### config.mk
export PLATFORM = sky130hd
export DESIGN_NAME = bitslip_aligner
export DESIGN_NICKNAME = d
export VERILOG_FILES = /design/src/rtl/bitslip_pkg.sv /design/src/rtl/bitslip_word_timer.sv /design/src/rtl/bitslip_lane_deser.sv /design/src/rtl/bitslip_lane_trainer.sv /design/src/rtl/bitslip_aligner.sv
export SDC_FILE = /design/constraint.sdc
export NUM_CORES = 1
export LEC_CHECK = 0
export ABC_AREA = 1
export BUFFER_PORTS_ARGS = -buffer_cell sky130_fd_sc_hd__buf_4
export CORE_ASPECT_RATIO = 0.5
export CORE_MARGIN = 2
export CORE_UTILIZATION = 30
export CTS_CLUSTER_SIZE = 20
export DETAILED_ROUTE_END_ITERATION = 7
export HOLD_SLACK_MARGIN = 0.06
export PLACE_DENSITY = 0.57
export SLEW_MARGIN = 20
export SYNTH_ARGS = -nofsm -noshare
export SYNTH_HDL_FRONTEND = slang
export SYNTH_SLANG_ARGS = --single-unit
### constraint.sdc
create_clock -name clk -period 1.27 [get_ports clk]
set_input_delay 0.381 -clock clk [delete_from_list [all_inputs] [get_ports clk]]
set_output_delay 0.381 -clock clk [all_outputs]
set_load 0.01 [all_outputs]
### src/rtl/bitslip_pkg.sv
package bitslip_pkg;

    typedef enum logic [2:0] {
        ST_IDLE,
        ST_SETTLE,
        ST_COMPARE,
        ST_SLIP,
        ST_LOCKED,
        ST_FAILED
    } train_state_t;

endpackage

### src/rtl/bitslip_word_timer.sv
module bitslip_word_timer #(
    parameter int W = 6
) (
    input  logic clk,
    input  logic rst_n,
    output logic capture,
    output logic word_stb,
    output logic cmp_stb
);
    localparam int CW = $clog2(W);

    logic [CW-1:0] phase_q;

    assign capture = (phase_q == CW'(W - 1));

    always_ff @(posedge clk or negedge rst_n) begin
        if (!rst_n) begin
            phase_q  <= '0;
            word_stb <= 1'b0;
            cmp_stb  <= 1'b0;
        end else begin
            phase_q  <= capture ? '0 : phase_q + 1'b1;
            word_stb <= capture;
            cmp_stb  <= word_stb;
        end
    end
endmodule

### src/rtl/bitslip_lane_deser.sv
module bitslip_lane_deser #(
    parameter int W = 6
) (
    input  logic         clk,
    input  logic         rst_n,
    input  logic         clear,
    input  logic         serial_in,
    input  logic         capture,
    input  logic         word_stb,
    input  logic         slip,
    output logic [W-1:0] aligned
);
    localparam int RW = $clog2(W);

    logic [W-2:0]   shift_q;
    logic [W-1:0]   raw_q;
    logic [RW-1:0]  rot_q;
    logic [2*W-1:0] doubled;
    logic [W-1:0]   rotated;

    // rotate right by rot_q: take the low W bits of the doubled word shifted down
    assign doubled = {raw_q, raw_q};
    assign rotated = W'(doubled >> rot_q);

    always_ff @(posedge clk or negedge rst_n) begin
        if (!rst_n) begin
            shift_q <= '0;
            raw_q   <= '0;
            rot_q   <= '0;
            aligned <= '0;
        end else begin
            shift_q <= {shift_q[W-3:0], serial_in};
            if (capture)
                raw_q <= {shift_q, serial_in};
            if (clear)
                rot_q <= '0;
            else if (slip)
                rot_q <= (rot_q == RW'(W - 1)) ? '0 : rot_q + 1'b1;
            if (word_stb)
                aligned <= rotated;
        end
    end
endmodule

### src/rtl/bitslip_lane_trainer.sv
module bitslip_lane_trainer
    import bitslip_pkg::*;
#(
    parameter int           W            = 6,
    parameter logic [W-1:0] EXPECT       = '0,
    parameter int           SETTLE_WORDS = 2,
    parameter int           LOCK_RUN     = 4,
    parameter int           MAX_SLIPS    = 6
) (
    input  logic         clk,
    input  logic         rst_n,
    input  logic         start,
    input  logic         cmp_stb,
    input  logic [W-1:0] word_in,
    output logic         slip,
    output logic         locked,
    output logic         failed
);
    localparam int SW = $clog2(SETTLE_WORDS + 1);
    localparam int MW = $clog2(LOCK_RUN + 1);
    localparam int PW = $clog2(MAX_SLIPS + 1);

    train_state_t  state_q, state_d;
    logic [SW-1:0] settle_q;
    logic [MW-1:0] match_q;
    logic [PW-1:0] slips_q;
    logic          hit;

    assign hit = (word_in == EXPECT);

    // state register
    always_ff @(posedge clk or negedge rst_n) begin
        if (!rst_n) state_q <= ST_IDLE;
        else        state_q <= state_d;
    end

    // next state
    always_comb begin
        state_d = state_q;
        if (start) begin
            state_d = ST_SETTLE;
        end else begin
            unique case (state_q)
                ST_IDLE:    state_d = ST_IDLE;
                ST_SETTLE:  if (cmp_stb && settle_q == SW'(SETTLE_WORDS - 1))
                                state_d = ST_COMPARE;
                ST_COMPARE: if (cmp_stb) begin
                                if (hit) begin
                                    if (match_q == MW'(LOCK_RUN - 1)) state_d = ST_LOCKED;
                                end else if (slips_q == PW'(MAX_SLIPS)) begin
                                    state_d = ST_FAILED;
                                end else begin
                                    state_d = ST_SLIP;
                                end
                            end
                ST_SLIP:    state_d = ST_SETTLE;
                ST_LOCKED:  state_d = ST_LOCKED;
                ST_FAILED:  state_d = ST_FAILED;
                default:    state_d = ST_IDLE;
            endcase
        end
    end

    // counters
    always_ff @(posedge clk or negedge rst_n) begin
        if (!rst_n) begin
            settle_q <= '0;
            match_q  <= '0;
            slips_q  <= '0;
        end else begin
            if (start || state_q != ST_SETTLE) settle_q <= '0;
            else if (cmp_stb)                  settle_q <= settle_q + 1'b1;

            if (start || state_q != ST_COMPARE) match_q <= '0;
            else if (cmp_stb && hit)            match_q <= match_q + 1'b1;

            if (start)                   slips_q <= '0;
            else if (state_q == ST_SLIP) slips_q <= slips_q + 1'b1;
        end
    end

    // outputs
    always_comb begin
        slip   = (state_q == ST_SLIP);
        locked = (state_q == ST_LOCKED);
        failed = (state_q == ST_FAILED);
    end
endmodule

### src/rtl/bitslip_aligner.sv
module bitslip_aligner #(
    parameter int                          FACTOR       = 6,
    parameter int                          LANES        = 2,
    parameter logic [FACTOR*LANES-1:0]     PATTERN      = 12'hBCD,
    parameter int                          SETTLE_WORDS = 2,
    parameter int                          LOCK_RUN     = 4,
    parameter int                          MAX_SLIPS    = 6
) (
    input  logic                    clk,
    input  logic                    rst_n,
    input  logic                    train_start,
    input  logic [LANES-1:0]        serial_in,
    output logic [FACTOR*LANES-1:0] data_out,
    output logic                    data_valid,
    output logic [LANES-1:0]        lane_locked,
    output logic [LANES-1:0]        lane_fail,
    output logic                    all_locked,
    output logic                    train_fail
);
    localparam int DW = FACTOR * LANES;

    logic          capture, word_stb, cmp_stb;
    logic [LANES-1:0] slip_pulse;
    logic [DW-1:0] aligned_all;

    bitslip_word_timer #(.W(FACTOR)) u_timer (
        .clk      (clk),
        .rst_n    (rst_n),
        .capture  (capture),
        .word_stb (word_stb),
        .cmp_stb  (cmp_stb)
    );

    for (genvar g = 0; g < LANES; g++) begin : g_lane
        bitslip_lane_deser #(.W(FACTOR)) u_deser (
            .clk       (clk),
            .rst_n     (rst_n),
            .clear     (train_start),
            .serial_in (serial_in[g]),
            .capture   (capture),
            .word_stb  (word_stb),
            .slip      (slip_pulse[g]),
            .aligned   (aligned_all[g*FACTOR +: FACTOR])
        );

        bitslip_lane_trainer #(
            .W            (FACTOR),
            .EXPECT       (PATTERN[g*FACTOR +: FACTOR]),
            .SETTLE_WORDS (SETTLE_WORDS),
            .LOCK_RUN     (LOCK_RUN),
            .MAX_SLIPS    (MAX_SLIPS)
        ) u_trainer (
            .clk     (clk),
            .rst_n   (rst_n),
            .start   (train_start),
            .cmp_stb (cmp_stb),
            .word_in (aligned_all[g*FACTOR +: FACTOR]),
            .slip    (slip_pulse[g]),
            .locked  (lane_locked[g]),
            .failed  (lane_fail[g])
        );
    end

    assign all_locked = &lane_locked;
    assign train_fail = |lane_fail;

    always_ff @(posedge clk or negedge rst_n) begin
        if (!rst_n) begin
            data_out   <= '0;
            data_valid <= 1'b0;
        end else if (!all_locked) begin
            data_out   <= '0;
            data_valid <= 1'b0;
        end else begin
            data_valid <= cmp_stb;
            if (cmp_stb) data_out <= aligned_all;
        end
    end
endmodule

Word level (Yosys, flattened, before mapping):

Index checks and enable logic that the tools add are counted.

* add/sub/neg operators: 9
* equality and inequality tests: 32
* shifts and indexed selects: 2
* mux-type cells: 36
* reductions and logical operators: 18

Operators by type and width (number)
* $mux 3: 27
* $pmux 3 s5: 2
* $eq 3x3->1 const B: 9
* $mux 12: 2
* $shr 12x3->6: 2
* $add 3x1->3 const B: 7
* $eq 3x2->1 const B: 6
* $ne 3x2->1 const B: 4
* $reduce_bool 2->1: 6
* $mux 2: 4
* $ne 4x4->1 const B: 2
* $eq 3x1->1 const B: 2
* $eq 6x4->1 const B: 1
* $eq 6x6->1 const B: 1
* $ne 3x1->1 const B: 2
* $ne 3x3->1 const B: 2
* $reduce_and 3->1: 2
* $add 2x1->2 const B: 2
* $eq 2x1->1 const B: 2
* $logic_and 1x1->1: 4
* $logic_or 1x1->1: 4
* $ne 2x1->1 const B: 1
* $reduce_and 2->1: 1
* $reduce_or 2->1: 1
* $mux 1: 1

* flip-flop bits (word level): 80
* input port bits: 5
* output and inout port bits: 19
* word-level logic and storage cells: 118

Longest topological paths before layout:

Gate-level depths: netlist of the first run.

* depth in word-level cells: 6
* depth in mapped cells: 9
* depth with buffers taken out: 9

Hierarchy:

Synthesis of the first run repeated with hierarchy kept, for this count alone.

* cells, all modules: 475
* area total of the unflattened synthesis: 4090.2 um2

Modules (own cells, without submodules)
* bitslip_lane_deser (g_lane[1].u_deser): instances 1, cells each 110, area each 947.2 um2, sequential area each 500.5 um2
* bitslip_lane_deser (g_lane[0].u_deser): instances 1, cells each 110, area each 944.7 um2, sequential area each 500.5 um2
* bitslip_lane_trainer (g_lane[0].u_trainer): instances 1, cells each 91, area each 703.2 um2, sequential area each 275.3 um2
* bitslip_lane_trainer (g_lane[1].u_trainer): instances 1, cells each 86, area each 690.7 um2, sequential area each 275.3 um2
* bitslip_aligner: instances 1, cells each 62, area each 634.4 um2, sequential area each 325.3 um2
* bitslip_word_timer: instances 1, cells each 16, area each 170.2 um2, sequential area each 125.1 um2

Worst setup path before layout of the first run:

Ideal clock, no wire load.

* kind: register -> register
* start point: register g_lane[0].u_trainer.match_q[0]
* end point: register g_lane[0].u_trainer.state_q[1]
* setup time: 0.117 ns
* arrival: 1.142 ns
* required time: 1.153 ns
* path slack: 0.011 ns
* stages on the path, launching flop included: 9
* buffers on the path: 0
* clock period less this slack: 1.259 ns
* path through: dfrtp_1 > ha_1 > ha_1 > inv_1 > nand4_1 > nor2_1 > nor2_1 > nand3_1 > nand2_1

* cells in the longest elaborated chain, start to end: 3

Ends and longest elaborated chain
* start, declared: line bitslip_lane_trainer.sv:25 `logic [MW-1:0] match_q;`
* start signal, assigned: line bitslip_lane_trainer.sv:75 `else if (cmp_stb && hit) match_q <= match_q + 1'b1;`
* $eq 3x2->1: line bitslip_lane_trainer.sv:49 `if (match_q == MW'(LOCK_RUN - 1)) state_d = ST_LOCKED;`
* $ne 4x4->1 (no source line)
* $reduce_and 3->1 (no source line)
* end signal, assigned: line bitslip_lane_trainer.sv:34 `else state_q <= state_d;`
* end, declared: line bitslip_lane_trainer.sv:23 `train_state_t state_q, state_d;`

No other way between the ends.
A chain may end at the register's enable or synchronous reset.

Worst setup path after layout of the first run:

* start point: register g_lane[0].u_trainer.state_q[2]
* end point: output all_locked

* cells in the longest elaborated chain, start to end: 2

Ends and longest elaborated chain
* $eq 3x3->1: line bitslip_lane_trainer.sv:85 `locked = (state_q == ST_LOCKED);`
* $reduce_and 2->1: line bitslip_aligner.sv:64 `assign all_locked = &lane_locked;`
* end, declared: line bitslip_aligner.sv:17 `output logic all_locked,`

No other way between the ends.

==> flow_metrics.tcl, run 1 <==
set metrics [dict create \
    critPathKind "flip-flop to output port" \
    synth_nets 497 \
    drc_errors 0 \
    drv_slew 0 \
    post_synth_inst_count 482 \
    violations "negative setup slack" \
    finalHoldViolCount 0 \
    synth.ff_latch_count 80 \
    io_buffers 23 \
    period_share_pct 127 \
    routed_wirelength_mm 9.12 \
    path_cells "inv_2 -> nor2_4 -> inv_2 -> nor2_4 -> nand2_4 -> inv_2 -> buf_6" \
    die_height_um 84.5 \
    antenna_left 0 \
    clkPwrFrac_pct 27.2 \
    initial_core_util_pct 30.7 \
    ys_warn_count 0 \
    grt_usage_pct 13.7 \
    setup-violations-final 34 \
    sequentialPowerShare_pct 36.8 \
    syn_to_final_growth_pct 42.8 \
    cts_tree "built" \
    hold_class "input port to flip-flop" \
    overflow 0 \
    internal_power_uw 5760 \
    fin_nets 603 \
    holdWs_ns 0.161 \
    antenna_found_initial 0 \
    fin_skew_ns 0.00493 \
    fin_setup_tns_ns -4.38 \
    crit_path_max_fanout 2 \
    dieArea_mm2 0.0140 \
    cts_buffer_depth 2 \
    ff2ff_setup_slack_ns -0.19 \
    syn_avg_cell_area_um2 8.07 \
    swShare_pct 34.5 \
    cp-start-kind "flip-flop" \
    worst_slack_ns -0.343 \
    cp_data_required_time_ns 0.89 \
    final_cells 763 \
    slew_headroom_pct 74.1 \
    path_common_cell "inv_2" \
    maxCapViolCount 0 \
    first_pass_iters 4 \
    min_period_ns 1.61 \
    vias 3362 \
    insertion_delay_ns 0.33 \
    pwr-share-comb_pct 36.1 \
    drive_above_1_share_pct 34.6 \
    tightest_slew_ns 0.388 \
    grt_setup_unrepaired "true" \
    cp-end-kind "output port" \
    power.leakage_uw 0.00277 \
    max_freq_mhz 620 \
    place.gp.congestion 0.859 \
    cpPeakStageDelay_ns 0.36 \
    wl_per_cell_um 11.9 \
    status "finished, violations left" \
    yosysSeqAreaShare_pct 51.4 \
    cp_slowest_cell "dfrtp_1" \
    grt_pass1_vias 3244 \
    cp_top_family "flip-flops" \
    max-vdd-ir-drop_mv 0.608 \
    synth_cell_type_count 28 \
    path_clk_slew_ns 0.06 \
    die-width_um 165 \
    grt_pass1_wl_mm 15.1 \
    htreeDepth 3 \
    post_dp_cell_area_mm2 0.00465 \
    clock-root-buffer "clkbuf_16" \
    worstPathArrival_ns 1.23 \
    clock-sinks 80 \
    worst-path-buf-inv 4 \
    dp.cells 715 \
    grt_max_degree 40 \
    rows 29 \
    pwr_density_cell_mw_per_mm2 1580 \
    synth_area_mm2 0.00389 \
    ioPinCount 24 \
    core-area_mm2 0.0127 \
    n_antenna_cell 0 \
    p_switching_uw 3030 \
    dp_hpwl_mm 6.12 \
    drt-vias-per-instance 4.41 \
    fin_total_pwr_uw 8800 \
    cts_buffers 9 \
    drt_first_iter_violations 188 \
    stdcell_area_mm2 0.00556 \
]
-- cell usage after synthesis --
cell type	instances	area, µm²
ha_1	10	125
nor2_4	3	33.8
o21a_1	1	7.51
nand2_1	177	664
clkbuf_1	1	3.75
nor3_1	3	15.0
inv_2	2	7.51
nand2_2	1	6.26
dfrtp_1	80	2000
nand2_4	1	11.3
xnor2_1	2	17.5
buf_4	4	30.0
nand3_1	33	165
a21oi_1	7	35.0
o41ai_1	2	17.5
o21ai_0	32	160
nor2_1	25	93.8
buf_1	1	3.75
o21ai_1	3	15.0
buf_2	9	45.0
nand4_1	7	43.8
o22ai_1	1	6.26
mux2i_1	2	20.0
buf_6	2	22.5
clkinv_1	4	15.0
inv_1	50	188
o211ai_1	14	105
nor2_2	5	31.3
-- cells in the final DEF, fill, tap and decap left out, types with 12 or more instances in the layout --
cell type and count:
inv_1 40, nand3_1 29, dfrtp_1 78, o21ai_1 13, o211ai_1 14, buf_4 84
buf_6 21, o21ai_0 14, nand2_1 162, nand2_2 12, nor2_4 14
-- path summary, 6_finish.rpt --
path | start | end | cells past startpoint
worst max-delay path | g_lane[0].u_trainer.state_q[2] | all_locked | 7
worst min-delay path | serial_in[1] | g_lane[1].u_deser.shift_q[0] | 1
worst max register to register | g_lane[0].u_trainer.state_q[2] | data_out[10] | 10
worst min register to register | g_lane[0].u_deser.shift_q[3] | g_lane[0].u_deser.shift_q[4] | 0
max in group asynchronous | rst_n | g_lane[1].u_deser.rot_q[0] | 3
min in group asynchronous | rst_n | g_lane[1].u_deser.shift_q[1] | 2
-- power groups by stage --
stage	sequential [µW]	combinational [µW]	clock, µW
floorplan	3210	1260	0
global placement	3220	2260	0
detailed placement	3240	2280	0
CTS	3190	2700	2470
global route	3300	3520	2580
finish	3230	3170	2390
-- worst register-to-register path, cell delays in order, from the launching register on --
cell	delay, ns
dfrtp_1	0.36
inv_2	0.05
nor2_4	0.11
inv_2	0.06
nor2_4	0.12
nand2_4	0.06
buf_4	0.15
nor2_4	0.19
clkbuf_16	0.18
nand2_1	0.05
nand2_1	0.07
-- cell families after synthesis --
logic type	count (synthesis)	synth area share, %
buf+inv	73	8.10
fa+ha+maj	10	3.22
flops	80	51.4
compound gates	60	8.91
xor+xnor	2	0.450
mux	2	0.514
simple gates	255	27.4
-- through the flow --
| step | setup WS [ns] | util [%] |
|---|---|---|
| 2_1_floorplan | 0.0110 | - |
| 6_report | -0.343 | 43.9 |
| 3_5_place_dp | -0.117 | 36.7 |
| 3_3_place_gp | -0.0685 | 36.7 |
| 4_1_cts | -0.376 | 41.0 |
| 5_1_grt | -0.414 | 43.9 |
-- layout make-up --
| class | count | area (µm²) |
|---|---|---|
| Sequential cell | 80 | 2000 |
| Timing Repair inverter | 1 | 5.00 |
| Multi-Input combinational cell | 329 | 1850 |
| Clock inverter | 6 | 46.3 |
| Clock buffer | 10 | 229 |
| Fill cell | 1239 | 7110 |
| Timing Repair Buffer | 111 | 982 |
| Inverter | 56 | 223 |
| Tap cell | 170 | 213 |
-- metal layers --
| metal | wire (µm) | up-vias | track usage [%] | part of all wire [%] |
|---|---|---|---|---|
| met5 | 0 | - | 0 | 0 |
| met4 | 82 | 0 | 4.51 | 0.90 |
| met3 | 326 | 5 | 3.56 | 3.6 |
| met2 | 4180 | 38 | 20.8 | 46 |
| met1 | 4530 | 1561 | 19.2 | 50 |
| li1 | - | 1758 | - | - |
-- flip-flops by register name, indices dropped and copies added, names as in the netlist --
register and count:
g_lane.u_trainer.settle_q 4, g_lane.u_deser.aligned 12, g_lane.u_deser.shift_q 10, g_lane.u_deser.rot_q 6, g_lane.u_trainer.state_q 6, data_out 12, u_timer.word_stb 1, g_lane.u_deser.raw_q 12
u_timer.cmp_stb 1, data_valid 1, g_lane.u_trainer.slips_q 6, u_timer.phase_q 3, g_lane.u_trainer.match_q 6
-- repair_timing --
item | in CTS | in global routing
gates cloned | 0 | 3
pin swaps | 25 | 47
hold buffers | 1 | 0
setup buffers | 14 | 17
endpoints found under the setup margin | 37 | 66
endpoints found under the hold margin | 16 | 0
gates resized for setup | 55 | 72
No activity file was read; power rests on OpenSTA's default activity.
==> inputs of run 2 (changes only) <==
Settings changed: ABC_AREA 1 to 0.
==> flow_metrics.tcl, run 2 <==
set metrics [dict create \
    cp_data_required_time_ns 0.89 \
    cp_num_cells 4 \
    hold_class "input port to flip-flop" \
    initial_core_util_pct 30.5 \
    finalCoreUtilization_pct 43.8 \
    rows 29 \
    vias 2855 \
    post_dp_cell_area_mm2 0.00463 \
    period_share_pct 136 \
    io_buffers 23 \
    ff2ff_setup_slack_ns -0.43 \
    path_cells "nor2b_4 -> and2_4 -> or2_4 -> buf_6" \
    clock-sinks 80 \
    num-fill-cells 1211 \
    synth_flop_cell "dfrtp_1" \
    synth.largest_area_cell "dfrtp_1" \
    fin_nets 475 \
    synth_common_cells "dfrtp_1 (80), nand2_1 (50), mux2i_1 (49)" \
    cp_slowest_cell "dfrtp_1" \
    syn_to_final_growth_pct 43.4 \
    p_switching_uw 2550 \
    grt_pass1_vias 2874 \
    antenna_found_initial 0 \
    path_clk_slew_ns 0.06 \
    reg2reg_depth 6 \
    final_cells 635 \
    syn_avg_cell_area_um2 10.5 \
    critPathKind "flip-flop to output port" \
    cpPeakStageDelay_ns 0.39 \
    cp-start-kind "flip-flop" \
    max-vdd-ir-drop_mv 0.713 \
    drv_slew 0 \
    largestRegisters "data_out: 12 flops, g_lane.u_deser.aligned: 12 flops, g_lane.u_deser.raw_q: 12 flops" \
    maxCapViolCount 0 \
    ys_warn_count 0 \
    regArea_mm2 0.00201 \
    dp_hpwl_mm 5.63 \
    drt_first_iter_violations 94 \
    dp.cells 592 \
    stdcell_area_mm2 0.00549 \
    ioPinCount 24 \
    holdWs_ns 0.161 \
    max_freq_mhz 580 \
    worst-path-buf-inv 1 \
    worst_slack_ns -0.454 \
    synth_nets 379 \
    yosys.area.top_type_share_pct 52.2 \
    core-area_mm2 0.0126 \
    fin_skew_ns 0.00575 \
    reg2reg_from "g_lane[1].u_trainer.state_q[2]" \
    crit_path_max_fanout 2 \
    overflow 0 \
    grt_usage_pct 13.3 \
    clkPwrFrac_pct 30.6 \
    cts_buffers 9 \
    clock-root-buffer "clkbuf_16" \
    pwr_density_cell_mw_per_mm2 1540 \
    insertion_delay_ns 0.34 \
    fin_setup_tns_ns -8.94 \
    setup-violations-final 45 \
    violations "negative setup slack" \
    crit_path_start "g_lane[1].u_trainer.state_q[2]" \
    synth.ff_latch_count 80 \
    min_period_ns 1.72 \
    pwr-share-comb_pct 32.6 \
    tightest_slew_ns 0.406 \
    slew_headroom_pct 72.9 \
    die_height_um 83.9 \
    worstPathArrival_ns 1.34 \
    synth_most_common_cell "dfrtp_1" \
    internal_power_uw 5910 \
    synth_edf_count 0 \
    grt_pass1_wl_mm 14.3 \
    cts_buffer_depth 2 \
    cp-end-kind "output port" \
    multiInputGateArea_mm2 0.00195 \
    drt-vias-per-instance 4.50 \
    status "finished, violations left" \
    r2r-end "g_lane[1].u_trainer.settle_q[1]" \
    ys_async_sr_fraction_pct 100 \
    place.gp.congestion 0.798 \
    ys_top_cells_by_area "dfrtp_1 (52%), mux2i_1 (13%), nand2_1 (4.9%), nor2_1 (4.4%), ha_1 (3.3%)" \
    grt_setup_unrepaired "true" \
    sequentialPowerShare_pct 36.8 \
    synth_area_mm2 0.00383 \
    first_pass_iters 6 \
    wl_per_cell_um 13.5 \
    dieArea_mm2 0.0137 \
    finalHoldViolCount 0 \
    swShare_pct 30.2 \
    die-width_um 164 \
    drive_above_1_share_pct 41.5 \
    cts_tree "built" \
    routed_wirelength_mm 8.55 \
    post_synth_inst_count 364 \
    power.leakage_uw 0.00255 \
    drc_errors 0 \
    htreeDepth 3 \
    layout_commonest_cell "dfrtp_1" \
    mostFrequentLayoutCells "dfrtp_1 (75), buf_4 (74), nand2_1 (46), mux2i_1 (37), nor2_1 (37)" \
    critPathCapture "train_fail" \
    cp_top_family "simple AND/OR/NAND/NOR gates" \
    n_antenna_cell 0 \
    synth_cell_type_count 50 \
    yosysSeqAreaShare_pct 52.2 \
    grt_max_degree 27 \
    hold_start "serial_in[1]" \
    antenna_left 0 \
]
[run 2: worst min path at each step]
stage               depth (start not counted)                               to
global route                                1     g_lane[1].u_deser.shift_q[0]
CTS                                         1     g_lane[1].u_deser.shift_q[0]
floorplan                                   0                      data_out[0]
global placement                            1  g_lane[1].u_trainer.settle_q[0]
finish                                      1     g_lane[1].u_deser.shift_q[0]
detailed placement                          1  g_lane[1].u_trainer.settle_q[0]
[run 2: area by class of cell]
cell class | count | area share (%)
Inverter | 17 | 1.16
Multi-Input combinational cell | 245 | 35.5
Timing Repair Buffer | 107 | 17.6
Sequential cell | 80 | 36.6
Clock buffer | 10 | 4.17
Tap cell | 170 | 3.87
Clock inverter | 6 | 1.09
[run 2: worst reg2reg max path: cells and delay by family, from the launching register on]
kind | cells | cell delay (ns)
AO/OA/AOI/OAI | 1 | 0.18
buffers and inverters | 4 | 0.55
flip-flops | 1 | 0.39
AND/OR/NAND/NOR | 1 | 0.50
[run 2: cells by family (layout without fill, tap and decap cells)]
group / Yosys count / in the layout / share of synthesized area (%)
and+or+nand+nor: 129 / 129 / 16.0
DFF: 80 / 80 / 52.2
muxes: 51 / 51 / 13.7
AOI/OAI and AO/OA: 43 / 43 / 7.57
buffers and inverters: 39 / 140 / 4.51
xor gates and xnor gates: 12 / 12 / 2.74
adders and majority gates: 10 / 10 / 3.26
[run 2: power groups by stage]
stage                     logic (µW)  registers [µW]  clock network (µW)
after floorplan                 1340            3110                   0
after global placement          2110            3160                   0
after detailed placement        2120            3160                   0
after CTS                       2550            3110                2650
after global routing            3000            3150                2750
final                           2760            3110                2590
[run 2: through the flow]
stage / setup WS, ns / total power (µW)
final: -0.454 / 8460
after global routing: -0.503 / 8900
after CTS: -0.457 / 8310
after detailed placement: -0.318 / 5280
after global placement: -0.290 / 5260
after floorplan: -0.186 / 4450
[run 2: what timing repair did]
item / CTS / global route
cloned: 0 / 0
pin swaps: 27 / 11
hold buffers: 1 / 0
setup endpoints to repair: 60 / 66
resized for setup: 57 / 37
endpoints found under the hold margin: 17 / 0
buffers inserted: 18 / 8
[run 2: per-layer routing]
metal	vias to the layer above	share of wire, %	track usage, %
li1	1430	-	-
met1	1396	50	18.1
met2	21	47	20.5
met3	8	2.4	3.78
met4	0	1.2	4.55
met5	-	0	0
==> inputs of run 3 (changes only) <==
Settings changed: SYNTH_HIERARCHICAL from default to 1.
==> flow_metrics.tcl, run 3 <==
set metrics [dict create \
    worst-path-buf-inv 1 \
    ys_warn_count 6 \
    drive_above_1_share_pct 48.7 \
    initial_core_util_pct 31.4 \
    critPathKind "flip-flop to output port" \
    syn_avg_cell_area_um2 11.2 \
    cp_data_required_time_ns 0.89 \
    grt_pass1_vias 3044 \
    multiInputGateArea_mm2 0.00221 \
    htreeDepth 3 \
    cpPeakStageDelay_ns 0.41 \
    synth_edf_count 0 \
    drt-vias-per-instance 4.84 \
    yosysSeqAreaShare_pct 49.3 \
    insertion_delay_ns 0.34 \
    clock-root-buffer "clkbuf_16" \
    status "finished, violations left" \
    drc_errors 0 \
    grt_pass1_wl_mm 15.3 \
    routed_wirelength_mm 9.44 \
    synth_area_mm2 0.00406 \
    drt_first_iter_violations 169 \
    tightest_slew_ns 0.515 \
    post_dp_cell_area_mm2 0.00496 \
    antenna_found_initial 0 \
    wl_per_cell_um 14.4 \
    n_antenna_cell 0 \
    cts_buffers 9 \
    max-vdd-ir-drop_mv 0.635 \
    synth_cell_type_count 67 \
    fin_setup_tns_ns -6.50 \
    ys_top_cells_by_area "dfrtp_1 (49%), mux2i_1 (7.6%), mux2_2 (3.6%), nor2_1 (3.1%), ha_1 (3.1%)" \
    violations "negative setup slack" \
    overflow 0 \
    synth_nets 379 \
    synth.largest_area_cell "dfrtp_1" \
    dieArea_mm2 0.0145 \
    first_pass_iters 4 \
    synth.ff_latch_count 80 \
    core-area_mm2 0.0129 \
    synth_common_cells "dfrtp_1 (80), nor2_1 (34), mux2i_1 (31)" \
    grt_setup_unrepaired "true" \
    pwr_density_cell_mw_per_mm2 991 \
    worstPathArrival_ns 1.36 \
    die_height_um 86.3 \
    cp-end-kind "output port" \
    fin_skew_ns 0.00753 \
    antenna_left 0 \
    ioPinCount 24 \
    max_freq_mhz 576 \
    fin_nets 495 \
    yosys.area.top_type_share_pct 49.3 \
    io_buffers 23 \
    path_cells "and3b_2 -> or2_4 -> buf_6" \
    synth_most_common_cell "dfrtp_1" \
    post_synth_inst_count 364 \
    finalHoldViolCount 0 \
    cts_tree "built" \
    slew_headroom_pct 65.5 \
    cp_top_family "simple AND/OR/NAND/NOR gates" \
    num-fill-cells 1151 \
    min_period_ns 1.74 \
    path_clk_slew_ns 0.06 \
    stdcell_area_mm2 0.00593 \
    vias 3168 \
    setup-violations-final 37 \
    clock-sinks 80 \
    cts_buffer_depth 2 \
    drv_slew 0 \
    grt_max_degree 24 \
    power.leakage_uw 0.00273 \
    regArea_mm2 0.00201 \
    crit_path_max_fanout 3 \
    ys_async_sr_fraction_pct 100 \
    syn_to_final_growth_pct 46.1 \
    hold_class "input port to flip-flop" \
    rows 29 \
    worst_slack_ns -0.467 \
    maxCapViolCount 0 \
    period_share_pct 137 \
    synth_flop_cell "dfrtp_1" \
    place.gp.congestion 0.835 \
    cp-start-kind "flip-flop" \
    mostFrequentLayoutCells "buf_4 (92), dfrtp_1 (74), nor2_1 (30), buf_6 (28), mux2i_1 (22)" \
    cp_slowest_cell "dfrtp_1" \
    dp_hpwl_mm 6.26 \
    largestRegisters "data_out: 12 flops, g_lane.u_deser/aligned: 12 flops, g_lane.u_deser/raw_q: 12 flops" \
    die-width_um 168 \
    grt_usage_pct 13.3 \
    layout_commonest_cell "buf_4" \
]
-- run 3: changes by cell type after synthesis, moves of 10 or more --
cell / delta
a22oi_1: +16
mux2i_1: -18
nor2b_1: +13
nand2_1: -34
a21oi_1: -10
mux2_2: +12
nor2_1: -11
-- run 3: stage by stage --
stage          hold WS, ns  util, %  total power [µW]  std cells  setup slack, ns
2_1_floorplan       0.0854        -              2820        364           -0.200
3_3_place_gp         0.306     38.4              3010        616           -0.237
3_5_place_dp         0.308     38.4              3020        616           -0.213
4_1_cts              0.146     43.8              5940        643           -0.472
5_1_grt              0.148     45.9              6110        655           -0.511
6_report             0.160     45.9              5880        655           -0.467
-- run 3: cell families (layout without fill, tap and decap cells) --
family / after synthesis / count (layout) / share of synthesized area [%]
muxes: 45 / 45 / 11.8
adders and majority gates: 10 / 10 / 3.08
AOI/OAI and AO/OA: 70 / 70 / 12.3
DFF: 80 / 80 / 49.3
and+or+nand+nor: 111 / 111 / 16.1
buffers and inverters: 39 / 160 / 5.46
xor gates and xnor gates: 9 / 9 / 1.94
-- run 3: routing by layer --
metal,vias up,share of wire (%),global-route usage [%]
li1,1545,-,-
met1,1573,50,18.8
met2,40,45,20.4
met3,10,2.8,3.33
met4,0,1.3,3.76
met5,-,0,0
-- run 3: layout make-up --
| class | count | area share, % |
|---|---|---|
| clock buffers | 10 | 4.03 |
| clock inverters | 6 | 1.56 |
| inverters | 19 | 1.24 |
| multi-input cells | 245 | 37.3 |
| flip-flops and latches | 80 | 33.9 |
| well taps | 170 | 3.59 |
| repair buffers | 125 | 18.4 |
-- run 3: worst paths after layout --
path	endpoint	slack, ns	depth (start not counted)	startpoint
max	train_fail	-0.47	3	g_lane[0].u_trainer/state_q[1]
min reg2reg	g_lane[1].u_deser/shift_q[1]	0.37	0	g_lane[1].u_deser/shift_q[0]
max in group asynchronous	g_lane[0].u_trainer/state_q[0]	0.33	3	rst_n
min in group asynchronous	g_lane[1].u_deser/raw_q[2]	0.49	2	rst_n
min	g_lane[0].u_deser/shift_q[0]	0.16	1	serial_in[0]
max reg2reg	g_lane[0].u_trainer/state_q[2]	-0.28	5	g_lane[0].u_trainer/state_q[0]
-- run 3: where the power goes --
group / total [µW] / internal, µW / switching, µW
Clock: 2840 / 1780 / 1060
Combinational: 362 / 183 / 179
Sequential: 2670 / 2610 / 62.6
Total: 5870 / 4570 / 1300
-- run 3: timing repair --
item / 4_1_cts / 5_1_grt
setup buffers: 10 / 13
hold buffers: 1 / 0
pin swaps: 23 / 20
gates resized for setup: 64 / 47
setup endpoints to repair: 42 / 51
hold endpoints to repair: 20 / 0
